### src/rtl/irq_cap_pkg.sv
package irq_cap_pkg;
  localparam int unsigned NUM_EVT = 3;
  localparam int unsigned EVT_RISE = 0;
  localparam int unsigned EVT_HIGH = 1;
  localparam int unsigned EVT_FALL = 2;
  localparam int unsigned EN_BASE = NUM_EVT;
  localparam int unsigned USED_W = 2 * NUM_EVT;
endpackage

### src/rtl/irq_sync.sv
module irq_sync #(
  parameter int unsigned STAGES = 2
) (
  input  logic clk_i,
  input  logic rst_ni,
  input  logic d_i,
  output logic q_o
);
  logic [STAGES-1:0] chain_q;

  always_ff @(posedge clk_i or negedge rst_ni) begin
    if (!rst_ni) chain_q <= '0;
    else         chain_q <= {chain_q[STAGES-2:0], d_i};
  end

  assign q_o = chain_q[STAGES-1];

  initial assert (STAGES >= 2) else $error("irq_sync: STAGES must be at least 2");
endmodule

### src/rtl/irq_edge_det.sv
module irq_edge_det (
  input  logic clk_i,
  input  logic rst_ni,
  input  logic level_i,
  output logic rise_o,
  output logic fall_o,
  output logic high_o
);
  logic dly_q;

  always_ff @(posedge clk_i or negedge rst_ni) begin
    if (!rst_ni) dly_q <= 1'b0;
    else         dly_q <= level_i;
  end

  assign rise_o = level_i & ~dly_q;
  assign fall_o = ~level_i & dly_q;
  assign high_o = level_i;

  assert_rise_not_fall_R4: assert property (@(posedge clk_i) disable iff (!rst_ni)
    rise_o |-> !fall_o);
  assert_rise_implies_high_R3: assert property (@(posedge clk_i) disable iff (!rst_ni)
    rise_o |-> high_o);
  assert_fall_after_high_R4: assert property (@(posedge clk_i) disable iff (!rst_ni)
    fall_o |-> $past(high_o));
endmodule

### src/rtl/irq_flag_cell.sv
module irq_flag_cell (
  input  logic clk_i,
  input  logic rst_ni,
  input  logic set_i,
  input  logic clr_i,
  output logic flag_o
);
  logic flag_q;

  // set has priority so a detection is never dropped
  always_ff @(posedge clk_i or negedge rst_ni) begin
    if (!rst_ni)     flag_q <= 1'b0;
    else if (set_i)  flag_q <= 1'b1;
    else if (clr_i)  flag_q <= 1'b0;
  end

  assign flag_o = flag_q;

  assert_set_wins_R6: assert property (@(posedge clk_i) disable iff (!rst_ni)
    set_i |=> flag_o);
  assert_clear_R5: assert property (@(posedge clk_i) disable iff (!rst_ni)
    (clr_i && !set_i) |=> !flag_o);
  assert_sticky_R2: assert property (@(posedge clk_i) disable iff (!rst_ni)
    (!set_i && !clr_i) |=> $stable(flag_o));
endmodule

### src/rtl/irq_event_capture.sv
module irq_event_capture
  import irq_cap_pkg::*;
#(
  parameter int unsigned DATA_W      = 8,
  parameter int unsigned SYNC_STAGES = 2
) (
  input  logic              clk_i,
  input  logic              rst_ni,
  input  logic              irq_line_i,
  input  logic              wr_en_i,
  input  logic [DATA_W-1:0] wr_data_i,
  output logic [DATA_W-1:0] rd_data_o,
  output logic              irq_o
);
  localparam int unsigned PAD_W = DATA_W - USED_W;

  logic               line_sync;
  logic               ev_rise, ev_fall, ev_high;
  logic [NUM_EVT-1:0] ev_set;
  logic [NUM_EVT-1:0] sw_clr;
  logic [NUM_EVT-1:0] status;
  logic [NUM_EVT-1:0] enable_q;

  irq_sync #(.STAGES(SYNC_STAGES)) u_sync (
    .clk_i (clk_i),
    .rst_ni(rst_ni),
    .d_i   (irq_line_i),
    .q_o   (line_sync)
  );

  irq_edge_det u_edge (
    .clk_i  (clk_i),
    .rst_ni (rst_ni),
    .level_i(line_sync),
    .rise_o (ev_rise),
    .fall_o (ev_fall),
    .high_o (ev_high)
  );

  always_comb begin
    ev_set           = '0;
    ev_set[EVT_RISE] = ev_rise;
    ev_set[EVT_HIGH] = ev_high;
    ev_set[EVT_FALL] = ev_fall;
  end

  for (genvar k = 0; k < NUM_EVT; k++) begin : g_flag
    assign sw_clr[k] = wr_en_i & ~wr_data_i[k];
    irq_flag_cell u_cell (
      .clk_i (clk_i),
      .rst_ni(rst_ni),
      .set_i (ev_set[k]),
      .clr_i (sw_clr[k]),
      .flag_o(status[k])
    );
  end

  always_ff @(posedge clk_i or negedge rst_ni) begin
    if (!rst_ni)      enable_q <= '0;
    else if (wr_en_i) enable_q <= wr_data_i[EN_BASE +: NUM_EVT];
  end

  if (PAD_W > 0) begin : g_pad
    assign rd_data_o = {{PAD_W{1'b0}}, enable_q, status};
  end else begin : g_nopad
    assign rd_data_o = {enable_q, status};
  end

  assign irq_o = |(status & enable_q);

  initial assert (DATA_W >= USED_W) else $error("irq_event_capture: DATA_W too small");

  assert_enable_load_R7: assert property (@(posedge clk_i) disable iff (!rst_ni)
    wr_en_i |=> rd_data_o[EN_BASE +: NUM_EVT] == $past(wr_data_i[EN_BASE +: NUM_EVT]));
  assert_masked_quiet_R8: assert property (@(posedge clk_i) disable iff (!rst_ni)
    (wr_en_i && wr_data_i[EN_BASE +: NUM_EVT] == '0) |=> !irq_o);
  assert_irq_needs_flag_R8: assert property (@(posedge clk_i) disable iff (!rst_ni)
    irq_o |-> (rd_data_o[NUM_EVT-1:0] != '0));
  assert_rise_flag_R2: assert property (@(posedge clk_i) disable iff (!rst_ni)
    ($rose(line_sync) && $past(rst_ni)) |=> rd_data_o[EVT_RISE]);
endmodule

### config.mk
export PLATFORM = sky130hd
export DESIGN_NAME = irq_event_capture
export DESIGN_NICKNAME = d
export VERILOG_FILES = /design/src/rtl/irq_cap_pkg.sv /design/src/rtl/irq_sync.sv /design/src/rtl/irq_edge_det.sv /design/src/rtl/irq_flag_cell.sv /design/src/rtl/irq_event_capture.sv
export SDC_FILE = /design/constraint.sdc
export NUM_CORES = 1
export LEC_CHECK = 0
export ABC_AREA = 1
export ABC_CLOCK_PERIOD_IN_PS = 810
export BUFFER_PORTS_ARGS = -buffer_cell sky130_fd_sc_hd__buf_4
export CAP_MARGIN = 10
export CORE_AREA = 2 2 39 41
export DETAILED_ROUTE_END_ITERATION = 8
export DIE_AREA = 0 0 41 43
export PLACE_DENSITY = 0.56
export SYNTH_ARGS = -nofsm -noshare
export SYNTH_HDL_FRONTEND = slang
export SYNTH_HIERARCHICAL = 1
export SYNTH_SLANG_ARGS = --single-unit
export TNS_END_PERCENT = 10
### constraint.sdc
create_clock -name clk_i -period 0.81 [get_ports clk_i]
set_input_delay 0.162 -clock clk_i [delete_from_list [all_inputs] [get_ports clk_i]]
set_output_delay 0.162 -clock clk_i [all_outputs]
set_load 0.02 [all_outputs]
Word level (Yosys, flattened, before mapping) --
Cells that the tools add are included.
Word-level totals: bits of input ports 12, output and inout port bits 9, bits in registers 9, word-level logic and storage cells 27
Operators by class: muxes and demuxes 6, bitwise gates (word level) 11, reductions and logical operators 4
Operators with widths (count):
- two-way mux 1 bit | 6
- nonzero test 2 bit | 3
- bitwise AND 1 bit | 5
- NOT 1 bit | 5
- bitwise AND 3 bit | 1
- OR reduction 3 bit | 1

Logic depth before layout (Yosys ltp) --
Gate-level depths: netlist of run 1.
depth in word-level cells 4, mapped depth 5

Modules after synthesis --
Netlist of run 1, hierarchy kept.
By module, submodules not included:
- irq_event_capture | seq. area each 75.1 µm², cells each 23, times used 1, area each 158.9 µm²
- irq_flag_cell | seq. area each 25.0 µm², cells each 5, times used 3, area each 40.0 µm²
- irq_sync | seq. area each 50.0 µm², cells each 2, times used 1, area each 50.0 µm²
- irq_edge_det | seq. area each 25.0 µm², cells each 6, times used 1, area each 47.5 µm²

Worst setup path before layout of run 1 --
No wires, ideal clock.
path kind register -> output, from register g_flag[0].u_cell.flag_q, to output irq_o, data required time 648 ps, stages on the path, launching flop included 3, path buffers 0, setup slack -76 ps, data arrival time 724 ps, path through dfrtp_1 nand2_1 nand3_1
On the way: word-level cells in the longest chain between the ends 2
Ends and longest elaborated chain:
- start: declaration | RTL line irq_flag_cell.sv:8 | logic flag_q;
- start signal: assignment | RTL line irq_flag_cell.sv:12 | if (!rst_ni) flag_q <= 1'b0;
- start signal: assignment | RTL line irq_flag_cell.sv:13 | else if (set_i) flag_q <= 1'b1;
- start signal: assignment | RTL line irq_flag_cell.sv:14 | else if (clr_i) flag_q <= 1'b0;
- bitwise AND 3 bit | RTL line irq_event_capture.sv:69 | assign irq_o = |(status & enable_q);
- OR reduction 3 bit | RTL line irq_event_capture.sv:69
- end: declaration | RTL line irq_event_capture.sv:13 | output logic irq_o
No other way between the ends.

Worst setup path in the final report of run 1 --
from register g_flag[2].u_cell.flag_q, to output irq_o
On the way: word-level cells in the longest chain between the ends 2
Ends and longest elaborated chain (RTL line):
- start: declaration | irq_flag_cell.sv:8
- start signal: assignment | irq_flag_cell.sv:12
- start signal: assignment | irq_flag_cell.sv:13
- start signal: assignment | irq_flag_cell.sv:14
- bitwise AND 3 bit | irq_event_capture.sv:69
- OR reduction 3 bit | irq_event_capture.sv:69
No other way between the ends.

==> results.toml, run 1 <==
[layout]
layout.area.seq_sq_um = 231.5
insertedDiodeCount = 0
fin_area_sq_um = 626.9
fill_cells = 148
syn_to_final_growth_pct = 66.45
multi_input_comb_area_sq_um = 111.4
layout_cell_share_with_drive_strength_beyond_1_pct = 47.89
final_cell_count_no_fill = 87
design.final.nets = 84

[routing]
via_count = 336
drt_pre_antenna_iters = 3
drtIter0Drc = 1
postRouteWirelength_um = 705
avgViaCountPerCell = 3.862
final_antenna_violating_net_count = 0
count_of_unresolved_drc_violations_after_routing = 0
avgRoutedWirePerCell_um = 8.103

[critical_path]
critical_path_class = "flop to primary output"
crit_buf_inv = 1
critical_path.cell_chain = "nand2_2 > nand3_2 > buf_6"
cp_data_arrival_time_ns = 0.93
slowest_cell_on_crit_path = "dfrtp_2"
start_kind = "flop"
crit_path_required_time_ns = 0.65
critical_path.max_fanout = 2
kind_of_end_point_of_the_critical_path = "primary output"
crit_family = "flip-flops"
critical_path.max_stage_delay_ns = 0.41

[power_and_ir_drop]
power.switching_mw = 0.2991
static-leakage-power_nw = 0.3429
cell_internal_pwr_mw = 0.8356
pwr_density_cell_mw_per_mm2 = 1810
seq_power_share_pct = 45.7
comb_power_share_pct = 25.5
power.switching_fraction_pct = 26.36
ir_worst_vdd_uv = 848.1
clock_power_share_pct = 28.8

[floorplan]
fp-row-count = 14
die_x_um = 41
chipHeight_um = 43
num_io_pins = 21
initial_utilization_pct = 27.22
placeableCoreArea_sq_mm = 0.001384
dieArea_sq_mm = 0.001763

[placement]
hpwlAfterDp_um = 536.3
port_buffers = 16
placement_cell_area_sq_um = 539.3
post-place-cells = 80
pre_cts_slack_ns = -0.04542
routabilityCongestion = 0.6532

[synthesis]
dominantRegCellSynth = "dfrtp_1"
synthDominantCellAreaShare_pct = 59.80
post_synth_main_area_contributors = "dfrtp_1, nand2_1, inv_1"
synth_area_per_cell_sq_um = 8.187
synth.cell_area_sq_um = 376.6
postSynth.asyncResetShare_pct = 100.0
synth-edff-count = 0
synthDominantAreaCellType = "dfrtp_1"
ys.warnings.count = 6
count_leader_synth = "nand2_1"
share_of_synthesized_area_occupied_by_flip_flops_and_latches_pct = 59.80
instance_count_of_the_mapped_netlist = 46
synth_commonest_cells = "nand2_1, dfrtp_1, inv_1"
ys_ff_latch = 9
netlist-cell-type-count = 8

[clock_network]
clock_tree_from_tritoncts = "yes"
ctsHtreeMaxLevel = 1
cts.sinks = 9
cts_buffers = 3
cts_root_buffer = "clkbuf_4"
worstSkewPairLatency_ns = 0.25
clock_transition_at_the_register_clock_pins_on_the_worst_setup_and_hold_paths_after_cts_ns = 0.06
cts-root-to-sink-buffers = 2

[job]
number_of_max_cap_violations = 0

[sta]
hold_ws_ns = 0.1128
layout_min_cycle_time_ns = 1.097
post-route-period-util_pct = 135.4
finalSetupViolations = 7
drv_slew = 0
hold_violations = 0
post-route-worst-setup-slack_ns = -0.2867
fin_worst_skew_ns = 0.002385
max_freq_ghz = 0.9118
finalSetupTns_ns = -1.663
rsz0062_at_grt = "true"

[run_status]
run_status = "complete, but fails checks"
violations = "negative setup slack"

[global_route]
grt_antenna_before_repair = 0
first_global_vias = 317
global_route.overflow_total = 0
grt_pass1_wl_um = 1173
global_route_usage_sum_pct = 10.58
grt_max_degree = 10

[worst_hold_path]
hold_path.class = "input pin to flop"
worst paths after layout:
kind	slack [ns]	cells past startpoint	start	end
worst max-delay path	-0.29	3	g_flag[2].u_cell/flag_o	irq_o
worst min-delay path	0.11	3	wr_data_i[5]	enable_q[2]
worst max register to register	0.05	3	enable_q[0]	enable_q[0]
worst min register to register	0.35	0	u_sync/chain_q[0]	u_sync/chain_q[1]
max in group asynchronous	0.40	2	rst_ni	enable_q[0]
min in group asynchronous	0.27	2	rst_ni	g_flag[2].u_cell/flag_o
layer usage:
layer / up-vias / track usage (%) / share of wire, %
li1: 176 / - / -
met5: - / 0 / 0
met4: 0 / 10.00 / 1.6
met2: 13 / 13.75 / 44
met3: 2 / 3.141 / 7.7
met1: 145 / 13.09 / 46
repair_timing:
item / CTS / global route
pin swaps: 3 / 0
hold endpoints to repair: 9 / 1
hold buffers: 1 / 1
endpoints found under the setup margin: 7 / 7
cloned: 0 / 0
buffers inserted: 1 / 0
resized for setup: 9 / 1
placed cells by master (no fill, tap or decap), drive strengths merged:
cell type | netlist | final
clkbuf | 0 | 4
dlygate4sd3 | 0 | 2
nor2 | 5 | 5
conb | 1 | 2
nand2 | 18 | 18
nand3 | 1 | 1
buf | 3 | 21
dfrtp | 9 | 9
inv | 9 | 9
power groups by stage:
stage	Clock [mW]	Combinational (mW)	Sequential [mW]
2_1_floorplan	0	0.0813	0.556
3_3_place_gp	0	0.245	0.518
3_5_place_dp	0	0.247	0.520
4_1_cts	0.351	0.286	0.518
5_1_grt	0.385	0.320	0.521
6_report	0.327	0.289	0.519
registers in the layout, indices dropped and copies added (netlist names):
| name | flops |
|---|---|
| g_flag.u_cell/flag_o | 3 |
| u_edge/dly_q | 1 |
| enable_q | 3 |
| u_sync/chain_q | 2 |
worst min-delay path: stages:
cell	delay [ns]
buf_4	0.08
nand2_1	0.04
nand2_1	0.05
final cells by class:
cell class	count	share of cell area, %
repair buffers	23	32.54
inverters	9	5.389
flip-flops and latches	9	36.93
clock buffers	4	4.192
well taps	16	3.194
multi-input cells	26	17.76
logic make-up (layout without fill, tap and decap cells):
logic type,after synthesis,in the layout,share of synthesized area (%)
DFF,9,9,59.80
buffers and inverters,12,36,14.95
other,1,2,0.9957
and+or+nand+nor,24,24,24.25
per-stage QoR:
| step | power, mW | util (%) |
|---|---|---|
| 2_1_floorplan | 0.6376 | - |
| 3_3_place_gp | 0.7627 | 38.97 |
| 3_5_place_dp | 0.7669 | 38.97 |
| 4_1_cts | 1.156 | 44.30 |
| 5_1_grt | 1.227 | 45.30 |
| 6_report | 1.135 | 45.30 |
Note: power is estimated with default switching activity, not from simulation.
==> inputs of run 2 (changes only) <==
- MAX_ROUTING_LAYER: not set -> met4
==> run 2 against run 1 <==
Worst hold slack hardly changed; global-route usage grew 0.26 points; maximum frequency is essentially flat; largest power group unchanged; non-clock buffer count stayed put; routed wire length did not move; via count is the same; die area unchanged; largest cell class unchanged; clock power hardly changed; the flow still finishes with violations (negative setup slack); sequential share of layout area unchanged.
==> results.toml, run 2 (synthesis results as in run 1) <==
[sta]
hold_ws_ns = 0.1128
finalSetupTns_ns = -1.663
max_freq_ghz = 0.9118
layout_min_cycle_time_ns = 1.097
post-route-period-util_pct = 135.4
post-route-worst-setup-slack_ns = -0.2867
fin_worst_skew_ns = 0.002371
finalSetupViolations = 7
drv_slew = 0
hold_violations = 0
rsz0062_at_grt = "true"

[critical_path]
r2r_setup_slack_ns = 0.05
kind_of_end_point_of_the_critical_path = "primary output"
cp_data_arrival_time_ns = 0.93
critical_path.max_fanout = 2
crit_path_required_time_ns = 0.65
start_kind = "flop"
critical_path_class = "flop to primary output"

[layout]
layout.area.seq_sq_um = 231.5
layout_commonest_cell = "nand2_1"
insertedDiodeCount = 0
design.final.nets = 84
final_cell_count_no_fill = 87
layout_cell_share_with_drive_strength_beyond_1_pct = 47.89
syn_to_final_growth_pct = 66.45
layout_common_cells = "nand2_1, buf_4, inv_1, buf_6"
multi_input_comb_area_sq_um = 111.4
fill_cells = 148

[floorplan]
placeableCoreArea_sq_mm = 0.001384
chipHeight_um = 43
fp-row-count = 14
initial_utilization_pct = 27.22
dieArea_sq_mm = 0.001763
die_x_um = 41
num_io_pins = 21

[clock_network]
clock_tree_from_tritoncts = "yes"
worstSkewPairLatency_ns = 0.25
cts_buffers = 3
ctsHtreeMaxLevel = 1
cts-root-to-sink-buffers = 2
cts_root_buffer = "clkbuf_4"
clock_transition_at_the_register_clock_pins_on_the_worst_setup_and_hold_paths_after_cts_ns = 0.06
cts.sinks = 9

[placement]
routabilityCongestion = 0.6590
post-place-cells = 80
port_buffers = 16
hpwlAfterDp_um = 536.3

[routing]
count_of_unresolved_drc_violations_after_routing = 0
avgRoutedWirePerCell_um = 8.103
postRouteWirelength_um = 705
final_antenna_violating_net_count = 0
via_count = 336
drt_pre_antenna_iters = 3
drtIter0Drc = 1
avgViaCountPerCell = 3.862

[power_and_ir_drop]
static-leakage-power_nw = 0.3429
totalPowerFinal_mw = 1.135
ir_worst_vdd_uv = 848.0
pwr_density_cell_mw_per_mm2 = 1810

[global_route]
first_global_vias = 318
global_route.overflow_total = 0
grt_pass1_wl_um = 1173
grt_antenna_before_repair = 0
grt_max_degree = 10
global_route_usage_sum_pct = 10.84

[run_status]
run_status = "complete, but fails checks"
violations = "negative setup slack"

[worst_hold_path]
hold_path.class = "input pin to flop"

[job]
number_of_max_cap_violations = 0
[run 2: cell counts in the layout (fill, tap and decap cells not counted)]
No cell type changed its count.
[run 2: layout make-up]
| type | count | share of cell area (%) |
|---|---|---|
| sequential | 9 | 36.93 |
| inverter | 9 | 5.389 |
| multi-input combinational | 26 | 17.76 |
| clock buffer | 4 | 4.192 |
| tap | 16 | 3.194 |
| timing repair buffer | 23 | 32.54 |
[run 2: through the flow]
step	setup WS (ns)	util (%)	area, sq um
floorplan	-0.01337	-	391.6
global placement	-0.03226	38.97	539.3
detailed placement	-0.04542	38.97	539.3
CTS	-0.2995	44.30	613.1
global route	-0.3383	45.30	626.9
finish	-0.2867	45.30	626.9
[run 2: path summary, 6_finish.rpt]
path / start / endpoint / depth (start not counted)
setup reg to reg: enable_q[0] / enable_q[0] / 3
hold reg to reg: u_sync/chain_q[0] / u_sync/chain_q[1] / 0
min in group asynchronous: rst_ni / g_flag[2].u_cell/flag_o / 2
setup / recovery: g_flag[2].u_cell/flag_o / irq_o / 3
max in group asynchronous: rst_ni / enable_q[0] / 2
hold / removal: wr_data_i[5] / enable_q[2] / 3
[run 2: critical path, stage by stage, from the launching register on]
cell     delay (ns)
dfrtp_2        0.41
nand2_2        0.06
nand3_2        0.08
buf_6          0.13
[run 2: what timing repair did]
| action | 4_1_cts | 5_1_grt |
|---|---|---|
| setup buffers | 1 | 0 |
| hold buffers | 1 | 1 |
| resized for setup | 9 | 1 |
| pin swaps | 3 | 0 |
| endpoints found under the setup margin | 7 | 7 |
| hold endpoints to repair | 9 | 1 |
[run 2: where the power goes]
part	total, mW	leakage, nW	internal (mW)	switching [mW]
registers	0.519	0.0994	0.490	0.0286
logic	0.289	0.229	0.157	0.132
clock network	0.327	0.0150	0.189	0.138
total	1.13	0.343	0.836	0.299
[run 2: per-layer routing]
layer  vias to the layer above  global-route usage (%)  wire length, um  part of all wire, %
met5                         -                       -                0                    0
met4                         0                   10.00               11                  1.6
met3                         2                   3.141               54                  7.7
met2                        13                   13.75              311                   44
met1                       145                   13.09              327                   46
li1                        176                       -                -                    -
==> inputs of run 3 (changes only) <==
- CTS_CLUSTER_SIZE: not set -> 24
- GPL_TIMING_DRIVEN: not set -> 0
- SKIP_CTS_REPAIR_TIMING: not set -> 1
==> run 3 against run 2 <==
The run still ends with negative setup slack left; die area is the same; clock-buffer cell count is the same; clock power grew 2%; combinational power shrank 1%; core utilization grew 0.27 points; register-to-register slack is essentially flat; sequential share of layout area shrank 0.22 points; non-clock buffer count grew 1; cell count grew 1.1%; via count shrank 2.7%; setup slack lost 0.0014 ns; sequential power is essentially flat.
==> results.toml, run 3 (synthesis results as in run 1) <==
[layout]
design.final.nets = 85
syn_to_final_growth_pct = 67.44
fill_cells = 146
insertedDiodeCount = 0
multi_input_comb_area_sq_um = 111.4
layout_common_cells = "buf_4, nand2_1, inv_1, buf_6"
layout.area.seq_sq_um = 231.5
layout_cell_share_with_drive_strength_beyond_1_pct = 48.61
utilization_after_layout_pct = 45.57
layout_commonest_cell = "buf_4"

[power_and_ir_drop]
static-leakage-power_nw = 0.3478
ir_worst_vdd_uv = 953.6
pwr_density_cell_mw_per_mm2 = 1804

[placement]
routabilityCongestion = 0.6322
port_buffers = 16
pre_cts_slack_ns = -0.05191
hpwlAfterDp_um = 541.7

[run_status]
run_status = "complete, but fails checks"
violations = "negative setup slack"

[sta]
max_freq_ghz = 0.9107
post-route-worst-setup-slack_ns = -0.2881
hold_violations = 0
hold_ws_ns = 0.1071
layout_min_cycle_time_ns = 1.098
post-route-period-util_pct = 135.6
fin_worst_skew_ns = 0.001605
rsz0062_at_grt = "true"
drv_slew = 0
finalSetupViolations = 7
finalSetupTns_ns = -1.599

[critical_path]
critical_path_class = "flop to primary output"
crit_path_required_time_ns = 0.65
crit_family = "flip-flops"
critical_path.max_stage_delay_ns = 0.41
kind_of_end_point_of_the_critical_path = "primary output"
start_kind = "flop"
crit_buf_inv = 1
critical_path.max_fanout = 2
critical_path.cell_chain = "nand2_2 > nand3_2 > buf_6"
slowest_cell_on_crit_path = "dfrtp_2"
cp_data_arrival_time_ns = 0.94

[floorplan]
die_x_um = 41
dieArea_sq_mm = 0.001763
placeableCoreArea_sq_mm = 0.001384
chipHeight_um = 43
num_io_pins = 21
fp-row-count = 14
initial_utilization_pct = 27.22

[global_route]
grt_antenna_before_repair = 0
grt_max_degree = 10
grt_pass1_wl_um = 1000
global_route_usage_sum_pct = 9.195
first_global_vias = 255
global_route.overflow_total = 0

[routing]
avgRoutedWirePerCell_um = 8.136
drt_pre_antenna_iters = 2
postRouteWirelength_um = 716
drtIter0Drc = 9
count_of_unresolved_drc_violations_after_routing = 0
via_count = 327
avgViaCountPerCell = 3.716
final_antenna_violating_net_count = 0

[clock_network]
worstSkewPairLatency_ns = 0.25
cts.sinks = 9
cts_root_buffer = "clkbuf_4"
cts-root-to-sink-buffers = 2
ctsHtreeMaxLevel = 1
cts_buffers = 3
clock_tree_from_tritoncts = "yes"
clock_transition_at_the_register_clock_pins_on_the_worst_setup_and_hold_paths_after_cts_ns = 0.06

[worst_hold_path]
hold_path.class = "input pin to flop"

[job]
number_of_max_cap_violations = 0
-- run 3: cell types whose count changed in the layout (fill, tap and decap cells not counted) --
cell,before,now
buf_4,14,16
buf_6,7,6
-- run 3: final cells by class --
cell class	count	area share, %
flip-flops and latches	9	36.71
repair buffers	21	29.37
multi-input cells	26	17.66
inverters	9	5.357
well taps	16	3.175
clock buffers	4	4.167
plain buffers	3	3.571
-- run 3: power breakdown --
part | switching, mW | internal [mW]
sequential | 0.0289 | 0.490
combinational | 0.132 | 0.153
clock | 0.144 | 0.189
total | 0.306 | 0.832
-- run 3: per-layer routing --
layer  global-route usage [%]  wire [um]  up-vias
met5                        -          0        -
met4                    8.000          4        0
met3                    3.141         68        2
met2                    11.88        335       13
met1                    10.81        308      135
li1                         -          -      177
-- run 3: final timing paths --
path	startpoint	endpoint	slack (ns)	cells past startpoint
worst max-delay path	g_flag[2].u_cell/flag_o	irq_o	-0.29	3
worst min-delay path	wr_data_i[3]	enable_q[0]	0.11	3
worst max register to register	g_flag[2].u_cell/flag_o	g_flag[2].u_cell/flag_o	0.06	3
worst min register to register	u_sync/chain_q[0]	u_sync/chain_q[1]	0.35	0
max in group asynchronous	rst_ni	g_flag[1].u_cell/flag_o	0.40	2
min in group asynchronous	rst_ni	g_flag[2].u_cell/flag_o	0.26	2
-- run 3: per-stage QoR --
| step | total power [mW] | instance area, sq um | std cells |
|---|---|---|---|
| after floorplan | 0.6376 | 391.6 | 47 |
| after global placement | 0.7472 | 531.8 | 79 |
| after detailed placement | 0.7516 | 531.8 | 79 |
| after CTS | 1.093 | 558.0 | 83 |
| after global routing | 1.211 | 630.6 | 88 |
| final | 1.138 | 630.6 | 88 |
-- run 3: worst register-to-register path, stage by stage (launching register included) --
cell	delay (ns)
dfrtp_2	0.41
buf_4	0.14
nand2_1	0.06
nand2_1	0.04
